$ cat src/rtl/xirq_pkg.sv
package xirq_pkg;
  localparam int DATA_W  = 32;
  localparam int EN_BIT  = 16;
  localparam int LVL_BIT = 9;
  localparam int POL_BIT = 8;
  localparam logic [DATA_W-1:0] CFG_MASK =
    (DATA_W'(1) << EN_BIT) | (DATA_W'(1) << LVL_BIT) | (DATA_W'(1) << POL_BIT);

  typedef struct packed {
    logic en;
    logic lvl;
    logic pol;
  } line_cfg_t;

  function automatic line_cfg_t word_to_cfg(input logic [DATA_W-1:0] w);
    line_cfg_t c;
    c.en  = w[EN_BIT];
    c.lvl = w[LVL_BIT];
    c.pol = w[POL_BIT];
    return c;
  endfunction

  function automatic logic [DATA_W-1:0] cfg_to_word(input line_cfg_t c);
    logic [DATA_W-1:0] w;
    w = '0;
    w[EN_BIT]  = c.en;
    w[LVL_BIT] = c.lvl;
    w[POL_BIT] = c.pol;
    return w;
  endfunction
endpackage

$ cat src/rtl/xirq_sync.sv
module xirq_sync #(
  parameter int W      = 2,
  parameter int STAGES = 2
) (
  input  logic         clk,
  input  logic         rst,
  input  logic [W-1:0] async_i,
  output logic [W-1:0] sync_o
);
  logic [W-1:0] stage_q [STAGES];

  always_ff @(posedge clk) begin
    if (rst) begin
      for (int k = 0; k < STAGES; k++) stage_q[k] <= '0;
    end else begin
      stage_q[0] <= async_i;
      for (int k = 1; k < STAGES; k++) stage_q[k] <= stage_q[k-1];
    end
  end

  assign sync_o = stage_q[STAGES-1];
endmodule

$ cat src/rtl/xirq_cfg_regs.sv
module xirq_cfg_regs
  import xirq_pkg::*;
#(
  parameter int NUM_LINES = 2,
  parameter int ADDR_W    = 8
) (
  input  logic                            clk,
  input  logic                            rst,
  input  logic [ADDR_W-1:0]               bus_addr,
  input  logic                            bus_we,
  input  logic [DATA_W-1:0]               bus_wdata,
  output logic [DATA_W-1:0]               bus_rdata,
  output line_cfg_t [NUM_LINES-1:0]       cfg_o
);
  localparam int STRIDE = 4;

  logic [NUM_LINES-1:0] hit;

  for (genvar i = 0; i < NUM_LINES; i++) begin : g_reg
    assign hit[i] = (bus_addr == ADDR_W'(STRIDE * (i + 1)));

    always_ff @(posedge clk) begin
      if (rst)
        cfg_o[i] <= '0;
      else if (bus_we && hit[i])
        cfg_o[i] <= word_to_cfg(bus_wdata);
    end

    p_write_lands_r2: assert property (@(posedge clk) disable iff (rst)
      (bus_we && hit[i]) |=> (cfg_to_word(cfg_o[i]) == ($past(bus_wdata) & CFG_MASK)));

    p_unmapped_write_r3: assert property (@(posedge clk) disable iff (rst)
      (!(bus_we && hit[i])) |=> $stable(cfg_o[i]));

    p_reset_clears_r1: assert property (@(posedge clk)
      rst |=> (cfg_o[i] == '0));
  end

  always_comb begin
    bus_rdata = '0;
    for (int i = 0; i < NUM_LINES; i++)
      if (hit[i]) bus_rdata = cfg_to_word(cfg_o[i]);
  end

  p_reserved_zero_r2: assert property (@(posedge clk) disable iff (rst)
    (bus_rdata & ~CFG_MASK) == '0);

  p_global_zero_r3: assert property (@(posedge clk) disable iff (rst)
    (bus_addr == '0) |-> (bus_rdata == '0));
endmodule

$ cat src/rtl/xirq_line_shaper.sv
module xirq_line_shaper
  import xirq_pkg::*;
(
  input  logic      clk,
  input  logic      rst,
  input  line_cfg_t cfg_i,
  input  logic      sync_i,
  input  logic      raw_i,
  output logic      irq_o
);
  logic       prev_q;
  logic       rise, fall, pulse, level_out;
  logic [1:0] warm_q;

  always_ff @(posedge clk) begin
    if (rst) prev_q <= 1'b0;
    else     prev_q <= sync_i;
  end

  assign rise      = sync_i & ~prev_q;
  assign fall      = ~sync_i & prev_q;
  assign pulse     = cfg_i.pol ? fall : rise;
  assign level_out = sync_i ~^ cfg_i.pol;
  assign irq_o     = cfg_i.en & (cfg_i.lvl ? level_out : pulse);

  // cycles since reset, saturating, for the latency check below
  always_ff @(posedge clk) begin
    if (rst)                 warm_q <= 2'd0;
    else if (warm_q != 2'd2) warm_q <= warm_q + 2'd1;
  end

  // level output follows the pin two edges later, polarity corrected
  p_level_latency_r5: assert property (@(posedge clk) disable iff (rst)
    (warm_q == 2'd2 && cfg_i.en && cfg_i.lvl) |-> (irq_o == ($past(raw_i, 2) ~^ cfg_i.pol)));

  // an edge request lasts exactly one cycle
  p_single_pulse_r7: assert property (@(posedge clk) disable iff (rst)
    (cfg_i.en && !cfg_i.lvl && irq_o) |=> (!irq_o || !$stable(cfg_i)));

  p_disabled_low_r4: assert property (@(posedge clk) disable iff (rst)
    (!cfg_i.en) |-> !irq_o);
endmodule

$ cat src/rtl/xirq_normalizer.sv
module xirq_normalizer
  import xirq_pkg::*;
#(
  parameter int NUM_LINES   = 2,
  parameter int ADDR_W      = 8,
  parameter int SYNC_STAGES = 2
) (
  input  logic                 clk,
  input  logic                 rst,
  input  logic [ADDR_W-1:0]    bus_addr,
  input  logic                 bus_we,
  input  logic [31:0]          bus_wdata,
  output logic [31:0]          bus_rdata,
  input  logic [NUM_LINES-1:0] ext_irq_in,
  output logic [NUM_LINES-1:0] irq_out
);
  line_cfg_t [NUM_LINES-1:0] cfg;
  logic      [NUM_LINES-1:0] pin_sync;

  xirq_cfg_regs #(.NUM_LINES(NUM_LINES), .ADDR_W(ADDR_W)) i_regs (
    .clk(clk), .rst(rst),
    .bus_addr(bus_addr), .bus_we(bus_we),
    .bus_wdata(bus_wdata), .bus_rdata(bus_rdata),
    .cfg_o(cfg)
  );

  xirq_sync #(.W(NUM_LINES), .STAGES(SYNC_STAGES)) i_sync (
    .clk(clk), .rst(rst), .async_i(ext_irq_in), .sync_o(pin_sync)
  );

  for (genvar i = 0; i < NUM_LINES; i++) begin : g_line
    xirq_line_shaper i_shaper (
      .clk(clk), .rst(rst),
      .cfg_i(cfg[i]), .sync_i(pin_sync[i]), .raw_i(ext_irq_in[i]),
      .irq_o(irq_out[i])
    );
  end

  p_reset_outputs_low_r1: assert property (@(posedge clk)
    rst |=> (irq_out == '0));
endmodule

$ cat config.mk
export PLATFORM = sky130hd
export DESIGN_NAME = xirq_normalizer
export DESIGN_NICKNAME = d
export VERILOG_FILES = /design/src/rtl/xirq_pkg.sv /design/src/rtl/xirq_sync.sv /design/src/rtl/xirq_cfg_regs.sv /design/src/rtl/xirq_line_shaper.sv /design/src/rtl/xirq_normalizer.sv
export SDC_FILE = /design/constraint.sdc
export NUM_CORES = 1
export LEC_CHECK = 0
export BUFFER_PORTS_ARGS = -buffer_cell sky130_fd_sc_hd__buf_2
export CAP_MARGIN = 20
export CORE_MARGIN = 2
export CORE_UTILIZATION = 38
export CTS_BUF_LIST = sky130_fd_sc_hd__clkbuf_8
export CTS_CLUSTER_SIZE = 12
export DETAILED_ROUTE_END_ITERATION = 8
export PLACE_DENSITY_LB_ADDON = 0.15
export SLEW_MARGIN = 20
export SYNTH_ARGS = -nofsm -noshare
export SYNTH_HDL_FRONTEND = slang
export SYNTH_SLANG_ARGS = --single-unit
$ cat constraint.sdc
create_clock -name clk -period 1.63 [get_ports clk]
set_clock_uncertainty 0.05 [all_clocks]
set_input_delay 0.163 -clock clk [delete_from_list [all_inputs] [get_ports clk]]
set_output_delay 0.163 -clock clk [all_outputs]
set_load 0.05 [all_outputs]
==> results.tsv, run 1 <==
metric	value	unit
register-to-register setup slack	0.90	ns
required time reported for the critical path endpoint	1.42	ns
Post-route DRC	0	
total CTS buffers	3	
setup repair after global routing missed its margin	no	
fraction of the core area covered by cells at the end of the flow	40.95	%
number of unique standard cell types used by synthesis	22	
PortBufs	20	
area of the die	2627	µm²
final period demand of the worst path	1.586	ns
number of hold buffers added after CTS	0	
number of nets with antenna violations after detailed routing	0	
post-CTS setup buffers	0	
Sinks on Clock Net	12	
area of the core region	2170	µm²
synthesized netlist cell count	91	
Total Nets Final	156	
main combinational cell family by area after synthesis	buffers and inverters	
critical path data arrival time	1.37	ns
global-route usage over all layers	9.675	%
initial cell density of the core	39.10	%
largest fanout of any net on the critical path	5	
capture point of the worst reg-to-reg path	i_regs.cfg_o[3]$_SDFFE_PP0P_	
via count	568	
Cell Area, Synth	848.3	µm²
Yosys warning total	0	
I/O pin count	79	
remaining global-route overflow	0	
area delta synth->final	4.720	%
status	complete, no violations	
Syn Area/Cell	9.322	µm²
proportion of synthesized area in mux cells	8.260	%
top cell type's share of synthesized area	28.32	%
part of the Yosys area used for sequential elements	28.32	%
routed wire length	1216	µm
Setup Total Neg Slack	0	ns
highest-count cells in the layout ignoring fill and taps	29 x conb_1, 19 x buf_2, 12 x dfxtp_1	
maximum resistive drop on vdd	0.5250	mV
hold path endpoint	i_sync.stage_q[0][1]$_SDFF_PP0_	
half-perimeter wire length after placement	1001	µm
worst hold start	ext_irq_in[1]	
number of pins exceeding their max-slew limit in the final report	0	
worst path cell trace	or3_1 -> nand3_1 -> o211a_1 -> buf_6	
Setup Crit Path Kind	register to primary output	
instance area at placement	840.8	µm²
number of antenna violations at the first check in global routing	0	
class of the tightest hold or removal check	primary input to register	
width of the chip	51.25	µm
r2r worst-path depth	2	
Setup crit end kind	primary output	
CTS root buf	clkbuf_8	
number of iterations in the first detailed-routing pass	4	
post-synth top area cell	dfxtp_1	
fraction of the mapped netlist area in simple logic gates	27.73	%
power density over cell area	851.2	nW/µm²
pin count of the biggest net entering global routing	16	
first-pass GRT wire length	1918	µm
floorplan row count	17	
static power due to leakage	0.4456	nW
leading cell types by total area after synthesis	dfxtp_1 28%, buf_4 27%, mux2i_1 8.3%, nand2b_1 6.6%, nor4b_4 5.6%	
via density per instance	4.146	
H-tree levels	1	
hold violation total from the final report	0	
fraction of the mapped netlist area in adder cells	0	%
max-capacitance violation count	0	
GPL Wtd Cong	0.6851	
TritonCTS clock tree	yes	
fraction of final layout cells sized beyond drive strength 1	24.77	%
highest clock rate	630.4	MHz
kind of start point of the critical path	register	
buffers from clock root to sink, at most	2	
stage delay of the slowest cell on the critical path	0.38	ns
hold depth	2	
overall die height	51.25	µm
number of diodes added for antenna fixing	0	
final setup vio count	0	
launching point of the worst reg2reg path	i_regs.cfg_o[3]$_SDFFE_PP0P_	
fraction of the mapped netlist area in compound gates	5.015	%
routed length per placed instance	8.876	µm
post-layout instance area	888.4	µm²
cell type of the slowest stage on the worst timing path	or3_1	
Iteration-0 DRC Markers	13	
xor/xnor cell area share of the yosys netlist	1.032	%
CTS clk-pin slew, worst paths	0.05	ns
clock latency on the worst-skew pair	0.23	ns
portion of the clock cycle consumed by the worst path in the final layout	97.32	%
via count of the first global-routing pass	471	
most common library cell in the layout ignoring fill and taps	conb_1	
post-synthesis register bit count	12	
-- logic make-up after synthesis --
logic type,count (synthesis)
AOI/OAI and AO/OA,5
xor gates and xnor gates,1
buffers and inverters,33
DFF,12
muxes,7
other,1
and+or+nand+nor,32
-- per-layer routing --
layer  up-vias  track usage (%)  share of wire, %
met5         -                0                 0
met4         0            6.579               1.2
met3         2            1.754                13
met2        39            15.37                41
met1       245            11.81                44
li1        282                -                 -
-- state kept, by name (all words and copies together), names as in the netlist --
name / cells
i_sync.stage_q: 4
i_regs.cfg_o: 6
g_line.i_shaper.prev_q: 2
-- metrics by stage --
| step | hold WS [ns] | setup slack, ns | std cells | power [W] |
|---|---|---|---|---|
| finish | 0.08425 | 0.04365 | 137 | 0.0007562 |
| global route | 0.09306 | 0.008674 | 137 | 0.0007896 |
| CTS | 0.08450 | 0.01626 | 137 | 0.0007631 |
| detailed placement | 0.3276 | 0.1906 | 134 | 0.0005048 |
| global placement | 0.3208 | 0.1869 | 134 | 0.0005034 |
| floorplan | 0.2412 | 0.01317 | 119 | 0.0005293 |
-- synthesized netlist by cell type (all sizes together) --
| cell type | number |
|---|---|
| dfxtp | 12 |
| xor2 | 1 |
| nand3 | 2 |
| nor4 | 1 |
| nand2 | 4 |
| nor2b | 6 |
| a22oi | 3 |
| buf | 32 |
| or4 | 1 |
| and3 | 1 |
| clkbuf | 1 |
| mux2i | 7 |
| or3 | 1 |
| conb | 1 |
| nor2 | 4 |
| o311a | 1 |
| o211a | 1 |
| nor4b | 2 |
| nor3b | 1 |
| nand2b | 9 |
-- repair_timing --
action / in CTS / in global routing
cloned: 0 / 0
endpoints found under the setup margin: 1 / 1
resized for setup: 1 / 1
-- critical path: cells and delay by family, from the launching register on --
family                 cells  cell delay (ns)
and+or+nand+nor            2             0.47
buffers and inverters      1             0.16
AOI/OAI and AO/OA          1             0.17
DFF                        1             0.35
-- how the worst max path moves through the flow --
stage                            startpoint             to  slack (ns)  cells past startpoint
6_report       i_regs.cfg_o[1]$_SDFFE_PP0P_     irq_out[0]        0.04                      4
5_1_grt        i_regs.cfg_o[1]$_SDFFE_PP0P_     irq_out[0]       0.009                      4
4_1_cts        i_regs.cfg_o[1]$_SDFFE_PP0P_     irq_out[0]        0.02                      4
3_5_place_dp                    bus_addr[5]   bus_rdata[8]        0.19                      4
3_3_place_gp                    bus_addr[5]   bus_rdata[9]        0.19                      4
2_1_floorplan                   bus_addr[5]  bus_rdata[16]        0.01                      2
-- area by class of cell --
class,instances,area [µm²]
sequential,12,240.2
fill,227,1281
tap,28,35.03
timing repair buffer,20,106.4
clock buffer,3,41.29
multi-input combinational,74,465.4
-- where the power goes --
group / internal [W] / total (W) / switching, W
logic: 0.0000273 / 0.000196 / 0.000169
clock network: 0.000162 / 0.000257 / 0.0000952
registers: 0.000300 / 0.000303 / 0.00000278
Power figures use the tool's default switching activity.
==> inputs of run 2 (changes only) <==
--- a/config.mk
+++ b/config.mk
@@ -9,8 +9,9 @@
 export CAP_MARGIN = 20
 export CORE_MARGIN = 2
-export CORE_UTILIZATION = 38
+export CORE_UTILIZATION = 30
 export CTS_BUF_LIST = sky130_fd_sc_hd__clkbuf_8
 export CTS_CLUSTER_SIZE = 12
 export DETAILED_ROUTE_END_ITERATION = 8
+export MAX_ROUTING_LAYER = met4
 export PLACE_DENSITY_LB_ADDON = 0.15
 export SLEW_MARGIN = 20
==> constraint.sdc (replaced) <==
create_clock -name clk -period 1.63 [get_ports clk]
set_clock_uncertainty 0.05 [all_clocks]
set_input_delay 0.4075 -clock clk [delete_from_list [all_inputs] [get_ports clk]]
set_output_delay 0.4075 -clock clk [all_outputs]
set_load 0.05 [all_outputs]
==> results.tsv, run 2 (synthesis gave the netlist of run 1 again) <==
metric	value	unit
highest-count cells in the layout ignoring fill and taps	29 x conb_1, 11 x dfxtp_1, 11 x buf_2	
stage delay of the slowest cell on the critical path	0.59	ns
via count	602	
Post-route DRC	0	
routed wire length	1380	µm
NetSw	0.0002784	W
hold path endpoint	i_sync.stage_q[0][1]$_SDFF_PP0_	
Largest register FFs	6	
GPL Wtd Cong	0.6797	
kind of start point of the critical path	primary input	
highest clock rate	543.0	MHz
global-route usage over all layers	9.508	%
Total Nets Final	165	
maximum resistive drop on vdd	0.5648	mV
TritonCTS clock tree	yes	
status	finished, violations left	
number of iterations in the first detailed-routing pass	4	
cell type of the slowest stage on the worst timing path	or4_4	
largest fanout of any net on the critical path	3	
number of pins exceeding their max-slew limit in the final report	0	
launching point of the worst reg2reg path	i_regs.cfg_o[0]$_SDFFE_PP0P_	
post-layout instance area	1052	µm²
H-tree levels	1	
number of nets with antenna violations after detailed routing	0	
first-pass GRT wire length	2346	µm
clock latency on the worst-skew pair	0.24	ns
hold violation total from the final report	0	
most common library cell in the layout ignoring fill and taps	conb_1	
required time reported for the critical path endpoint	1.17	ns
final setup vio count	5	
portion of the clock cycle consumed by the worst path in the final layout	113.0	%
setup repair after global routing missed its margin	yes	
switching portion of total power	35.48	%
FF/Latch Area	241.5	µm²
I/O pin count	79	
area of the die	3269	µm²
worst path cell trace	buf_6 -> or4_4 -> nor2_4 -> buf_6	
register-to-register setup slack	0.89	ns
total CTS buffers	3	
setup slack after placement	-0.3001	ns
buffers from clock root to sink, at most	2	
via density per instance	4.040	
violated checks	negative setup slack	
floorplan row count	19	
initial cell density of the core	31.30	%
routed length per placed instance	9.262	µm
instance area at placement	923.4	µm²
relative contribution of sequential cells to total power	38.6	%
Clk network pwr share	33.5	%
worst setup margin	-0.2116	ns
capture point of the worst reg-to-reg path	i_regs.cfg_o[0]$_SDFFE_PP0P_	
static power due to leakage	0.5042	nW
area of the core region	2710	µm²
number of hold buffers added after CTS	0	
width of the chip	57.18	µm
fraction of final layout cells sized beyond drive strength 1	37.29	%
Setup Crit Path Kind	primary input to primary output	
remaining global-route overflow	0	
final-layout fill cell count	276	
share of power burned in combinational logic	27.9	%
r2r worst-path depth	3	
largest registers in the final layout	i_regs.cfg_o (6), i_sync.stage_q (4), g_line.i_shaper.prev_q (2)	
number of antenna violations at the first check in global routing	0	
max-capacitance violation count	0	
area used by multi-input combinational logic	506.7	µm²
class of the tightest hold or removal check	primary input to register	
via count of the first global-routing pass	557	
CTS clk-pin slew, worst paths	0.05	ns
fraction of the core area covered by cells at the end of the flow	38.83	%
most prevalent standard cell on the critical path	buf_6	
Top reg by flops	i_regs.cfg_o	
area delta synth->final	24.04	%
pin count of the biggest net entering global routing	16	
total power	0.0007846	W
hold depth	2	
worst hold start	ext_irq_in[1]	
final period demand of the worst path	1.842	ns
critical path data arrival time	1.38	ns
CTS root buf	clkbuf_8	
Sinks on Clock Net	12	
overall die height	57.18	µm
power density over cell area	745.6	nW/µm²
half-perimeter wire length after placement	1131	µm
PortBufs	20	
Iteration-0 DRC Markers	13	
number of diodes added for antenna fixing	0	
Setup crit end kind	primary output	
Internal	0.0005062	W
## run 2: cell count changes in the layout (fill, tap and decap cells not counted), sizes merged
cell	change
buf	+9
## run 2: worst max-delay path by stage
stage / from / to / slack [ns] / cells after the start
after detailed placement: bus_addr[2] / bus_rdata[8] / -0.30 / 5
after floorplan: bus_addr[5] / bus_rdata[16] / -0.1 / 2
after CTS: bus_addr[2] / bus_rdata[8] / -0.21 / 5
after global routing: bus_addr[4] / bus_rdata[16] / -0.24 / 4
final: bus_addr[4] / bus_rdata[8] / -0.21 / 4
after global placement: bus_addr[5] / bus_rdata[8] / -0.28 / 4
## run 2: repair_timing
item / in CTS / in global routing
setup buffers: 1 / 1
pin swaps: 3 / 6
setup endpoints to repair: 5 / 5
gates resized for setup: 13 / 7
endpoints found under the hold margin: 0 / 0
## run 2: power by group through the flow
stage / combinational (W) / clock [W] / sequential [W]
6_report: 0.000219 / 0.000263 / 0.000303
5_1_grt: 0.000229 / 0.000283 / 0.000303
4_1_cts: 0.000213 / 0.000274 / 0.000303
3_5_place_dp: 0.000208 / 0 / 0.000309
3_3_place_gp: 0.000206 / 0 / 0.000308
2_1_floorplan: 0.000223 / 0 / 0.000308
## run 2: final cells by class
class	instances	share of cell area [%]
Sequential cell	12	22.95
Timing Repair Buffer	29	21.28
Clock buffer	3	3.924
Multi-Input combinational cell	74	48.16
Tap cell	31	3.686
## run 2: layer usage
| layer | part of all wire [%] | global-route usage, % |
|---|---|---|
| met5 | 0 | - |
| met4 | 1.8 | 4.983 |
| met3 | 12 | 2.494 |
| met2 | 40 | 14.29 |
| met1 | 46 | 11.65 |
## run 2: stage by stage
step                setup TNS, ns  hold WS (ns)  cells
detailed placement        -0.8807        0.3818    144
global placement          -0.8414        0.3678    144
global route              -0.9341        0.3382    149
finish                    -0.7632        0.3275    149
floorplan                 -0.2947        0.3638    119
CTS                       -0.7750        0.3241    148
## run 2: critical path: cells and delay by family
kind                   cells  cell delay, ns
buffers and inverters      2            0.25
and+or+nand+nor            2            0.72
==> inputs of run 3 (changes only) <==
- RECOVER_POWER: default -> 25
==> results.tsv, run 3 (synthesis gave the netlist of run 1 again) <==
metric	value	unit
routed length per placed instance	9.275	µm
H-tree levels	1	
Clk network pwr share	33.5	%
violated checks	negative setup slack	
Setup crit end kind	primary output	
pin slew with the least headroom to its limit	0.5088	ns
overall die height	57.18	µm
hold violation total from the final report	0	
PortBufs	20	
area delta synth->final	23.89	%
headroom to the max-slew limit	66.08	%
Largest register FFs	6	
area of the die	3269	µm²
max-capacitance violation count	0	
clock latency on the worst-skew pair	0.24	ns
highest-count cells in the layout ignoring fill and taps	29 x conb_1, 11 x dfxtp_1, 10 x buf_2	
NetSw	0.0002784	W
relative contribution of sequential cells to total power	38.6	%
number of iterations in the first detailed-routing pass	4	
routed wire length	1382	µm
Sinks on Clock Net	12	
CTS clk-pin slew, worst paths	0.05	ns
Total Nets Final	165	
Setup Total Neg Slack	-0.7632	ns
fraction of final layout cells sized beyond drive strength 1	36.44	%
area of the core region	2710	µm²
CTS root buf	clkbuf_8	
total CTS buffers	3	
final setup vio count	5	
buffers from clock root to sink, at most	2	
Crit. Startpoint	bus_addr[4]	
critical path data arrival time	1.38	ns
final-layout fill cell count	274	
via count of the first global-routing pass	557	
first-pass GRT wire length	2346	µm
FF/Latch Area	241.5	µm²
r2r worst-path depth	3	
share of power burned in combinational logic	27.8	%
Top reg by flops	i_regs.cfg_o	
power density over cell area	746.2	nW/µm²
floorplan row count	19	
static power due to leakage	0.5014	nW
width of the chip	57.18	µm
capture point of the worst reg-to-reg path	i_regs.cfg_o[0]$_SDFFE_PP0P_	
highest clock rate	543.0	MHz
Internal	0.0005059	W
hold path endpoint	i_sync.stage_q[0][1]$_SDFF_PP0_	
number of antenna violations at the first check in global routing	0	
kind of start point of the critical path	primary input	
portion of the clock cycle consumed by the worst path in the final layout	113.0	%
number of pins exceeding their max-slew limit in the final report	0	
largest fanout of any net on the critical path	3	
area used by multi-input combinational logic	506.7	µm²
register-to-register setup slack	0.89	ns
Iteration-0 DRC Markers	13	
status	finished, violations left	
TritonCTS clock tree	yes	
via density per instance	4.040	
class of the tightest hold or removal check	primary input to register	
number of diodes added for antenna fixing	0	
via count	602	
final period demand of the worst path	1.842	ns
GPL Wtd Cong	0.6797	
worst hold start	ext_irq_in[1]	
half-perimeter wire length after placement	1131	µm
largest registers in the final layout	i_regs.cfg_o (6), i_sync.stage_q (4), g_line.i_shaper.prev_q (2)	
required time reported for the critical path endpoint	1.17	ns
fraction of the core area covered by cells at the end of the flow	38.78	%
hold depth	2	
Post-route DRC	0	
I/O pin count	79	
remaining global-route overflow	0	
worst setup margin	-0.2116	ns
pin count of the biggest net entering global routing	16	
switching portion of total power	35.50	%
maximum resistive drop on vdd	0.5648	mV
launching point of the worst reg2reg path	i_regs.cfg_o[0]$_SDFFE_PP0P_	
setup repair after global routing missed its margin	yes	
Setup Crit Path Kind	primary input to primary output	
most common library cell in the layout ignoring fill and taps	conb_1	
initial cell density of the core	31.30	%
number of nets with antenna violations after detailed routing	0	
global-route usage over all layers	9.508	%
setup slack after placement	-0.3001	ns
-- run 3: timing repair --
action | in CTS | in global routing
pin swaps | 3 | 6
hold buffers | 0 | 0
endpoints found under the setup margin | 5 | 5
resized for setup | 13 | 7
buffers inserted | 1 | 1
-- run 3: power groups by stage --
stage	clock network (W)	registers (W)	logic, W
after floorplan	0	0.000308	0.000223
after global placement	0	0.000308	0.000206
after detailed placement	0	0.000309	0.000208
after CTS	0.000274	0.000303	0.000213
after global routing	0.000283	0.000303	0.000229
final	0.000263	0.000303	0.000218
-- run 3: worst max path at each step --
stage / slack [ns] / endpoint / depth (start not counted)
after floorplan: -0.1 / bus_rdata[16] / 2
after global placement: -0.28 / bus_rdata[8] / 4
after detailed placement: -0.30 / bus_rdata[8] / 5
after CTS: -0.21 / bus_rdata[8] / 5
after global routing: -0.24 / bus_rdata[16] / 4
final: -0.21 / bus_rdata[8] / 4
-- run 3: routing by layer --
| metal | track usage (%) | wire length, µm | vias up |
|---|---|---|---|
| li1 | - | - | 297 |
| met1 | 11.65 | 631 | 258 |
| met2 | 14.29 | 553 | 43 |
| met3 | 2.494 | 171 | 4 |
| met4 | 4.983 | 25 | 0 |
| met5 | - | 0 | - |
-- run 3: final cells by class --
| type | count | area share (%) |
|---|---|---|
| sequential | 12 | 22.98 |
| tap | 31 | 3.690 |
| multi-input combinational | 74 | 48.21 |
| timing repair buffer | 29 | 21.19 |
| clock buffer | 3 | 3.929 |
-- run 3: through the flow --
step / instances / power (W) / hold slack (ns) / cell area [µm²]
after floorplan: 119 / 0.0005310 / 0.3638 / 979.7
after global placement: 144 / 0.0005146 / 0.3678 / 923.4
after detailed placement: 144 / 0.0005163 / 0.3818 / 923.4
after CTS: 148 / 0.0007896 / 0.3241 / 1017
after global routing: 149 / 0.0008153 / 0.3382 / 1051
final: 149 / 0.0007843 / 0.3275 / 1051
-- run 3: worst max-delay path, cell delays in order --
cell and delay, ns:
buf_6 0.09, or4_4 0.59, nor2_4 0.13, buf_6 0.16
